File: src/rtl/lbc_pkg.sv
package lbc_pkg;

  localparam int DW = 16;
  localparam int BW = 8;

  typedef enum logic [1:0] {
    ST_IDLE = 2'd0,
    ST_ADDR = 2'd1,
    ST_DATA = 2'd2
  } cyc_state_t;

  // low-bank select: words always run aligned
  function automatic logic lane_a0(input logic word, input logic a0);
    return word ? 1'b0 : a0;
  endfunction

  // high-byte enable, active low: word or odd byte uses bits 15..8
  function automatic logic lane_bhe_n(input logic word, input logic a0);
    return !(word || a0);
  endfunction

  // byte writes are replicated onto both lanes
  function automatic logic [DW-1:0] steer_wr(input logic word, input logic [DW-1:0] w);
    return word ? w : {w[BW-1:0], w[BW-1:0]};
  endfunction

  // byte reads are right-aligned from the lane selected by a0
  function automatic logic [DW-1:0] steer_rd(input logic word, input logic a0,
                                              input logic [DW-1:0] d);
    logic [DW-1:0] r;
    if (word)    r = d;
    else if (a0) r = {{(DW-BW){1'b0}}, d[DW-1:BW]};
    else         r = {{(DW-BW){1'b0}}, d[BW-1:0]};
    return r;
  endfunction

endpackage

File: src/rtl/lbc_clkdiv.sv
module lbc_clkdiv (
  input  logic clk,
  input  logic rst,
  output logic tick
);
  logic ph;

  always_ff @(posedge clk) begin
    if (rst) ph <= 1'b0;
    else     ph <= !ph;
  end

  assign tick = ph;

  a_r1_tick_falls: assert property (@(posedge clk) disable iff (rst) tick |=> !tick);
  a_r1_tick_rises: assert property (@(posedge clk) disable iff (rst) !tick |=> tick);
endmodule

File: src/rtl/lbc_boot.sv
module lbc_boot #(
  parameter int BOOT_CLKS = 38
) (
  input  logic clk,
  input  logic rst,
  input  logic tick,
  output logic boot_done
);
  localparam int CW = $clog2(BOOT_CLKS + 1);
  localparam logic [CW-1:0] LIMIT = CW'(BOOT_CLKS);

  logic [CW-1:0] cnt;

  always_ff @(posedge clk) begin
    if (rst)                      cnt <= '0;
    else if (tick && cnt < LIMIT) cnt <= cnt + 1'b1;
  end

  assign boot_done = (cnt == LIMIT);

  a_r2_done_sticky: assert property (@(posedge clk) disable iff (rst) boot_done |=> boot_done);
endmodule

File: src/rtl/lbc_lock.sv
module lbc_lock (
  input  logic clk,
  input  logic rst,
  input  logic start,
  input  logic start_lock,
  input  logic done,
  output logic lock_n
);
  // number of cycle completions still covered by the lock
  logic [1:0] left;

  always_ff @(posedge clk) begin
    if (rst)                       left <= 2'd0;
    else if (start && start_lock)  left <= 2'd2;
    else if (done && left != 2'd0) left <= left - 2'd1;
  end

  assign lock_n = (left == 2'd0);

  a_r9_release_after_done: assert property (@(posedge clk) disable iff (rst)
    $rose(lock_n) |-> $past(done));
  a_r9_no_lock_in_idle_start: assert property (@(posedge clk) disable iff (rst)
    (start && start_lock) |=> !lock_n);
endmodule

File: src/rtl/lbc_seq.sv
module lbc_seq
  import lbc_pkg::*;
#(
  parameter int AW = 24
) (
  input  logic          clk,
  input  logic          rst,
  input  logic          tick,
  input  logic          boot_done,
  input  logic          req_valid,
  output logic          req_ready,
  input  logic [AW-1:0] req_addr,
  input  logic          req_word,
  input  logic          req_write,
  input  logic          req_lock,
  input  logic [DW-1:0] req_wdata,
  output logic          rsp_valid,
  output logic [DW-1:0] rsp_rdata,
  output logic [AW-1:0] bus_addr,
  output logic          bhe_n,
  output logic          ads_n,
  output logic          rd_n,
  output logic          wr_n,
  output logic [DW-1:0] bus_dout,
  output logic          bus_doe,
  input  logic [DW-1:0] bus_din,
  input  logic          rdy_n,
  input  logic          hlda,
  output logic          start,
  output logic          start_lock,
  output logic          cyc_done
);
  cyc_state_t    state;
  logic [AW-1:0] lat_addr;
  logic          lat_word;
  logic          lat_write;
  logic [DW-1:0] lat_wdata;
  logic          in_data;
  logic          lane0;

  assign in_data    = (state == ST_DATA);
  assign req_ready  = (state == ST_IDLE) && boot_done && !hlda && tick;
  assign start      = req_valid && req_ready;
  assign start_lock = req_lock;
  // ready is ignored while hold acknowledge is high
  assign cyc_done   = in_data && tick && !rdy_n && !hlda;

  always_ff @(posedge clk) begin
    if (rst) begin
      state     <= ST_IDLE;
      lat_addr  <= '0;
      lat_word  <= 1'b0;
      lat_write <= 1'b0;
      lat_wdata <= '0;
      rsp_valid <= 1'b0;
      rsp_rdata <= '0;
    end else begin
      rsp_valid <= 1'b0;
      case (state)
        ST_IDLE: if (start) begin
          state     <= ST_ADDR;
          lat_addr  <= req_addr;
          lat_word  <= req_word;
          lat_write <= req_write;
          lat_wdata <= req_wdata;
        end
        ST_ADDR: if (tick) state <= ST_DATA;
        ST_DATA: if (cyc_done) begin
          state     <= ST_IDLE;
          rsp_valid <= 1'b1;
          rsp_rdata <= lat_write ? '0 : steer_rd(lat_word, lane0, bus_din);
        end
        default: state <= ST_IDLE;
      endcase
    end
  end

  assign lane0    = lane_a0(lat_word, lat_addr[0]);
  assign bus_addr = {lat_addr[AW-1:1], lane0};
  assign bhe_n    = (state == ST_IDLE) ? 1'b1 : lane_bhe_n(lat_word, lat_addr[0]);
  assign ads_n    = !(state == ST_ADDR);
  assign rd_n     = !(in_data && !lat_write);
  assign wr_n     = !(in_data && lat_write);
  assign bus_doe  = (state != ST_IDLE) && lat_write;
  assign bus_dout = steer_wr(lat_word, lat_wdata);

  a_r10_busy_no_ready: assert property (@(posedge clk) disable iff (rst)
    (state != ST_IDLE) |-> !req_ready);
  a_r6_addr_two_clks: assert property (@(posedge clk) disable iff (rst)
    $fell(ads_n) |=> !ads_n);
  a_r7_wait_holds_data: assert property (@(posedge clk) disable iff (rst)
    (in_data && tick && rdy_n) |=> in_data);
  a_r8_hlda_blocks_end: assert property (@(posedge clk) disable iff (rst)
    (in_data && hlda) |=> in_data);
  a_r8_hlda_no_accept: assert property (@(posedge clk) disable iff (rst)
    hlda |-> !req_ready);
  a_r5_word_aligned: assert property (@(posedge clk) disable iff (rst)
    (!ads_n && lat_word) |-> (!bus_addr[0] && !bhe_n));
  a_r11_single_pulse: assert property (@(posedge clk) disable iff (rst)
    rsp_valid |=> !rsp_valid);
endmodule

File: src/rtl/lane_bus_ctrl.sv
module lane_bus_ctrl
  import lbc_pkg::*;
#(
  parameter int ADDR_W    = 24,
  parameter int BOOT_CLKS = 38
) (
  input  logic              clk,
  input  logic              rst,
  input  logic              req_valid,
  output logic              req_ready,
  input  logic [ADDR_W-1:0] req_addr,
  input  logic              req_word,
  input  logic              req_write,
  input  logic              req_lock,
  input  logic [15:0]       req_wdata,
  output logic              rsp_valid,
  output logic [15:0]       rsp_rdata,
  output logic [ADDR_W-1:0] bus_addr,
  output logic              bhe_n,
  output logic              ads_n,
  output logic              rd_n,
  output logic              wr_n,
  output logic              lock_n,
  output logic [15:0]       bus_dout,
  output logic              bus_doe,
  input  logic [15:0]       bus_din,
  input  logic              rdy_n,
  input  logic              hlda,
  output logic              pclk_ph
);
  logic tick, boot_done, start, start_lock, cyc_done;

  lbc_clkdiv u_div (.clk(clk), .rst(rst), .tick(tick));

  lbc_boot #(.BOOT_CLKS(BOOT_CLKS)) u_boot (
    .clk(clk), .rst(rst), .tick(tick), .boot_done(boot_done));

  lbc_seq #(.AW(ADDR_W)) u_seq (
    .clk(clk), .rst(rst), .tick(tick), .boot_done(boot_done),
    .req_valid(req_valid), .req_ready(req_ready), .req_addr(req_addr),
    .req_word(req_word), .req_write(req_write), .req_lock(req_lock),
    .req_wdata(req_wdata), .rsp_valid(rsp_valid), .rsp_rdata(rsp_rdata),
    .bus_addr(bus_addr), .bhe_n(bhe_n), .ads_n(ads_n), .rd_n(rd_n), .wr_n(wr_n),
    .bus_dout(bus_dout), .bus_doe(bus_doe), .bus_din(bus_din),
    .rdy_n(rdy_n), .hlda(hlda),
    .start(start), .start_lock(start_lock), .cyc_done(cyc_done));

  lbc_lock u_lock (
    .clk(clk), .rst(rst), .start(start), .start_lock(start_lock),
    .done(cyc_done), .lock_n(lock_n));

  assign pclk_ph = tick;

  a_r2_hold_off: assert property (@(posedge clk) disable iff (rst)
    !boot_done |-> !req_ready);
  a_r6_strobe_follows: assert property (@(posedge clk) disable iff (rst)
    $rose(ads_n) |-> (!rd_n || !wr_n));
  a_r10_strobes_exclusive: assert property (@(posedge clk) disable iff (rst)
    $countones({!ads_n, !rd_n, !wr_n}) <= 1);
endmodule

File: config.mk
export PLATFORM = sky130hd
export DESIGN_NAME = lane_bus_ctrl
export DESIGN_NICKNAME = d
export VERILOG_FILES = /design/src/rtl/lbc_pkg.sv /design/src/rtl/lbc_clkdiv.sv /design/src/rtl/lbc_boot.sv /design/src/rtl/lbc_lock.sv /design/src/rtl/lbc_seq.sv /design/src/rtl/lane_bus_ctrl.sv
export SDC_FILE = /design/constraint.sdc
export NUM_CORES = 1
export LEC_CHECK = 0
export BUFFER_PORTS_ARGS = -buffer_cell sky130_fd_sc_hd__buf_2
export CORE_MARGIN = 2
export CORE_UTILIZATION = 48
export CTS_CLUSTER_DIAMETER = 80
export DETAILED_ROUTE_END_ITERATION = 7
export GPL_ROUTABILITY_DRIVEN = 0
export PLACE_DENSITY_LB_ADDON = 0.05
export SETUP_SLACK_MARGIN = 0.05
export SLEW_MARGIN = 20
export SYNTH_ARGS = -nofsm -noshare
export SYNTH_HDL_FRONTEND = slang
export SYNTH_SLANG_ARGS = --single-unit
File: constraint.sdc
create_clock -name clk -period 1.8 [get_ports clk]
set_input_delay 0 -clock clk [delete_from_list [all_inputs] [get_ports clk]]
set_output_delay 0 -clock clk [all_outputs]
set_load 0.01 [all_outputs]
# Yosys cells after proc, flatten, opt, wreduce, memory -nomap -nowiden
# Cells that the tools add are included.
[totals]
elab_cells = 66
out_inout_bits = 65
ff_bits = 70
[op_classes]
bitwise = 1
n_lt_le_gt_ge = 1
n_eq_ne = 6
n_reduce_logical = 32
add_sub_neg = 2
n_mux = 13
[op_table]
columns = ["op", "n"]
rows = [
  ["$mux 16", 3],
  ["$logic_and 1x1->1", 13],
  ["$mux 2", 5],
  ["$logic_not 1->1", 8],
  ["$mux 8", 1],
  ["$add 6x1->6 const B", 1],
  ["$eq 6x6->1 const B", 1],
  ["$lt 6x6->1 const B", 1],
  ["$pmux 2 s3", 1],
  ["$reduce_bool 2->1", 3],
  ["$logic_not 2->1", 2],
  ["$ne 2x1->1 const B", 2],
  ["$reduce_and 2->1", 2],
  ["$reduce_or 2->1", 2],
  ["$mux 1", 3],
  ["$reduce_and 3->1", 1],
  ["$eq 2x1->1 const B", 1],
  ["$eq 2x2->1 const B", 1],
  ["$ne 2x2->1 const B", 1],
  ["$sub 2x1->2 const B", 1],
  ["$logic_or 1x1->1", 1],
  ["$not 1->1", 1],
]

# Depth between registers and ports, before layout
[depth]
ltp_word = 7
depth_mapped = 7

# Hierarchy
# Synthesis repeated with hierarchy kept, for this count alone.
[hier_totals]
hier_cells = 378
area_unflattened_um2 = 3174.3
[by_module_without_submodules]
columns = ["module", "area_per_inst_um2", "seq_area_each_um2", "instances", "cells_per_inst"]
rows = [
  ["lbc_seq", 2653.8, 1221.2, 1, 319],
  ["lbc_boot", 379.1, 120.1, 1, 46],
  ["lbc_lock", 117.6, 40.0, 1, 11],
  ["lbc_clkdiv", 23.8, 20.0, 1, 2],
]

# Least setup slack after synthesis
# Ideal clock, no wire load.
[synth_timing]
kind = "register to register"
start = "register u_div.ph, in the netlist u_div.tick"
end = "register u_seq.rsp_rdata[6]"
arrival_time_ns = 1.438
path_slack_ns = 0.291
required_ns = 1.730
path_stages_with_launch = 7
n_path_buf = 2
path_cell_list = "dfxtp_1 buf_4 nor3b_4 nand2_2 buf_6 or3_1 a21oi_1"
[synth_via]
elab_chain_len = 4
[synth_rtl]
columns = ["item", "line_no", "source"]
rows = [
  ["start, declared", "lbc_clkdiv.sv:6", "logic ph;"],
  ["start signal, assigned", "lbc_clkdiv.sv:10", "else ph <= !ph;"],
  ["$logic_and 1x1->1 (3 in series)", "lbc_seq.sv:46", "assign cyc_done = in_data && tick && !rdy_n && !hlda;"],
  ["$reduce_and 2->1 (no source line)", "n/a", ""],
  ["end signal, assigned", "lbc_seq.sv:71", "rsp_rdata <= lat_write ? '0 : steer_rd(lat_word, lane0, bus_din);"],
  ["end, declared", "lbc_seq.sv:18", "output logic [DW-1:0] rsp_rdata,"],
]
# No other way between the ends.
# A chain may end at the register's enable or synchronous reset.

# Worst setup path in the final report
[layout_timing]
start = "register u_seq.state[0]"
end = "register u_seq.rsp_rdata[7]"
[layout_via]
elab_chain_len = 5
[layout_rtl]
columns = ["item", "line_no", "source"]
rows = [
  ["start, declared", "lbc_seq.sv:33", "cyc_state_t state;"],
  ["start signal, assigned", "lbc_seq.sv:50", "state <= ST_IDLE;"],
  ["start signal, assigned", "lbc_seq.sv:61", "state <= ST_ADDR;"],
  ["start signal, assigned", "lbc_seq.sv:67", "ST_ADDR: if (tick) state <= ST_DATA;"],
  ["$eq 2x2->1 (*)", "lbc_seq.sv:41, lbc_seq.sv:59", ""],
  ["$logic_and 1x1->1 (3 in series)", "lbc_seq.sv:46", ""],
  ["$reduce_and 2->1 (no source line) (*)", "n/a", ""],
]
# Every way passes the cells marked *; elsewhere a longest branch is shown, timed or not.

==> results.cfg <==
[sta]
clock-skew-final_ns = 0.008408
timing_max_transition_violations_final = 0
worst_pin_slew_ns = 0.5510
grt_setup_unrepaired = no
period_share_pct = 87.35
holdWs_ns = 0.08562
min_tclk_post_route_ns = 1.572
layout_setup_ws_ns = 0.2276
final-hold-violation-count = 0
setup_viol_count_final = 0
setup_total_negative_slack_ns = 0
timing.fmax_mhz = 636.0
slew_headroom_pct = 63.19

[placed_design]
dp.cells = 534
place_area_mm2 = 0.003543
place_worst_setup_slack_ns = 0.2665
port_buffers = 128
post-dp-hpwl_um = 4886

[critical_path]
timing.setup.critical_path_class = reg2reg
largest_fanout_on_the_critical_path = 21
regToRegStartpoint = u_seq.state[0]
crit_path_start_kind = flip-flop
cp_data_arrival_time_ns = 1.83
r2r_end = u_seq.rsp_rdata[7]
reg2reg_setup_slack_ns = 0.23
ff2ff_path_depth = 4
end_kind = flip-flop
required_ns = 2.06

[flow_run]
max-cap-violations = 0

[clocking]
tritoncts.num_buffers = 9
clkSlewWorstSetupHoldPaths_ns = 0.08
clockRootBuffer = clkbuf_8
number_of_levels_in_the_clock_h_tree = 3
numClockSinks = 70
tritoncts = built
max-clock-path-buffers = 2
clk_latency_ns = 0.33
post-cts-setup-buffers = 0

[power_and_ir_drop]
vdd.ir_drop.worst_v = 0.0005399
power-per-cell-area_mw_per_mm2 = 697.4
p_leak_uw = 0.001813

[global_route]
antenna_found_initial = 0
grt_first_pass_wirelength_um = 12550
grt_start_max_net_pins = 71
gr-total-overflow = 0
grt.total_usage_pct = 21.85
number_of_global_route_vias_before_repair = 2763

[yosys]
synthesis.instances = 377
synth_top_area_cell = dfxtp_1
seq_area_frac_synth_pct = 45.25
synth_enable_flop_cells = 0
asyncSetResetFlopFracSynth_pct = 0
synth-main-ff-cell = dfxtp_1
syn-num-nets = 444
synth.yosys.warnings = 0
synthTopCellsByArea = dfxtp_1 45%, nand2_1 12%, a21oi_1 10%
postSynthAreaPerCell_um2 = 8.214
post_synthesis_cell_type_count = 37
ys_ff_latch = 70
netlist_area_mm2 = 0.003097
top_cell_type_s_share_of_synthesized_area_pct = 45.25

[routing]
maxUsedRoutingLayer = met4
drt-wirelength-per-cell_um = 12.87
drt_drc_violations_left = 0
drt-met1-wl_um = 3405
detailroute.wirelength.met2_um = 3736
drtIter0Drc = 145
met3_routed_length_um = 454
antenna_violating_nets_post_route = 0
vias = 2971
drt_pre_antenna_iters = 7
via_density_per_instance = 4.943
postRouteWirelength_um = 7734

[floorplan]
die_height_um = 84.32
core.rowCount = 29
floorplan.die.width_um = 84.32
coreArea_mm2 = 0.006277
design.die.area_mm2 = 0.007110
initial_core_util_pct = 49.33
design.portCount = 129

[worst_hold_path]
hold-path-endpoint = u_seq.rsp_rdata[1]
hold_path.class = in2reg
holdCritStartpoint = bus_din[1]
hold_path_depth = 4

[cells_and_area]
drive_above_1_share_pct = 31.49
finish.instance_area_mm2 = 0.004239
syn_to_final_growth_pct = 36.89
multiInputGateArea_mm2 = 0.001290
finish.net_count = 586
finish.cell_count_without_fillers = 601
layout.filler_cells = 561
diodes = 0
ff_latch_area_mm2 = 0.001401

[outcome]
status = complete, no violations
[timing repair]
item                                    in CTS  in global routing
endpoints found under the setup margin       0                  0
resized for setup                            0                  0
hold buffers                                51                  0
endpoints found under the hold margin       52                  0
[state kept, by name (all words and copies together) (netlist names)]
signal,flops
u_seq.rsp_rdata,16
u_div.tick,1
u_boot.cnt,6
u_seq.state,2
u_lock.left,2
u_seq.lat_addr,24
u_seq.rsp_valid,1
u_seq.lat_wdata,16
u_seq.lat_word,1
u_seq.lat_write,1
[cells in the final DEF, fill, tap and decap left out, types with 2 or more instances in the layout]
| cell | count |
|---|---|
| or3_1 | 10 |
| nand3_1 | 8 |
| nand4_1 | 3 |
| clkinvlp_4 | 2 |
| clkbuf_8 | 11 |
| nand2_1 | 103 |
| dfxtp_1 | 70 |
| o21ai_0 | 5 |
| nor3_1 | 2 |
| nor2b_1 | 3 |
| clkinv_2 | 2 |
| nand2b_1 | 2 |
| mux2i_1 | 8 |
| buf_12 | 2 |
| ha_1 | 3 |
| xnor2_1 | 2 |
| a21oi_1 | 63 |
| nor2_1 | 7 |
| a211oi_1 | 2 |
| inv_1 | 6 |
| buf_4 | 7 |
| dlygate4sd3_1 | 51 |
| buf_2 | 128 |
| mux2_2 | 9 |
[stage by stage]
| stage | total power, uW | util, % |
|---|---|---|
| after global routing | 3085 | 67.53 |
| final | 2957 | 67.53 |
| after detailed placement | 1737 | 56.45 |
| after floorplan | 1648 | - |
| after global placement | 1737 | 56.45 |
| after CTS | 2975 | 67.53 |
[worst max-delay path, stage by stage, from the launching register on]
cell	delay (ns)
dfxtp_1	0.38
and2b_1	0.30
nand2_2	0.23
or3_1	0.42
a21oi_1	0.16
[cell usage after synthesis, types with 2 or more instances]
| cell type | number |
|---|---|
| a21oi_1 | 63 |
| mux2_2 | 9 |
| o21ai_0 | 5 |
| inv_1 | 6 |
| or3_1 | 10 |
| dfxtp_1 | 70 |
| buf_2 | 2 |
| xnor2_1 | 2 |
| nor2_1 | 7 |
| ha_1 | 3 |
| buf_4 | 34 |
| nor3_1 | 2 |
| nand4_1 | 3 |
| mux2i_1 | 8 |
| nand2_1 | 103 |
| nor2b_1 | 3 |
| nand2b_1 | 2 |
| clkbuf_1 | 14 |
| buf_6 | 5 |
| a211oi_1 | 2 |
| nand3_1 | 8 |
[cells by family (layout without fill, tap and decap cells)]
logic type,Yosys count,count (layout),synth area share [%]
adders and majority gates,3,3,1.212
buffers and inverters,63,210,13.09
and+or+nand+nor,147,147,21.29
AOI/OAI and AO/OA,74,74,12.44
xor gates and xnor gates,3,3,0.8486
DFF,70,70,45.25
muxes,17,17,5.859
[area by class of cell]
type,count,share of cell area (%)
Clock buffer,11,3.571
Multi-Input combinational cell,244,30.43
Timing Repair Buffer,188,29.34
Inverter,6,0.5313
Tap cell,77,2.273
Clock inverter,5,0.7969
Sequential cell,70,33.06
[routing by layer]
| metal | track usage (%) | vias up |
|---|---|---|
| li1 | - | 1501 |
| met1 | 26.88 | 1359 |
| met2 | 36.94 | 97 |
| met3 | 4.621 | 14 |
| met4 | 9.384 | 0 |
| met5 | 0 | - |
[worst max-delay path by stage]
| stage | end | from |
|---|---|---|
| floorplan | u_seq.rsp_rdata[6] | u_div.tick |
| finish | u_seq.rsp_rdata[7] | u_seq.state[0] |
| global placement | u_seq.rsp_rdata[3] | u_seq.state[1] |
| detailed placement | u_seq.lat_addr[17] | u_seq.state[1] |
| CTS | u_seq.rsp_rdata[7] | u_seq.state[0] |
| global route | u_seq.lat_addr[21] | u_seq.state[1] |
[power by group]
part / internal, uW / total, uW / switching [uW]
registers: 1550 / 1560 / 6.50
logic: 145 / 230 / 85.3
clock network: 573 / 1170 / 594
(Power assumes the default switching activity.)
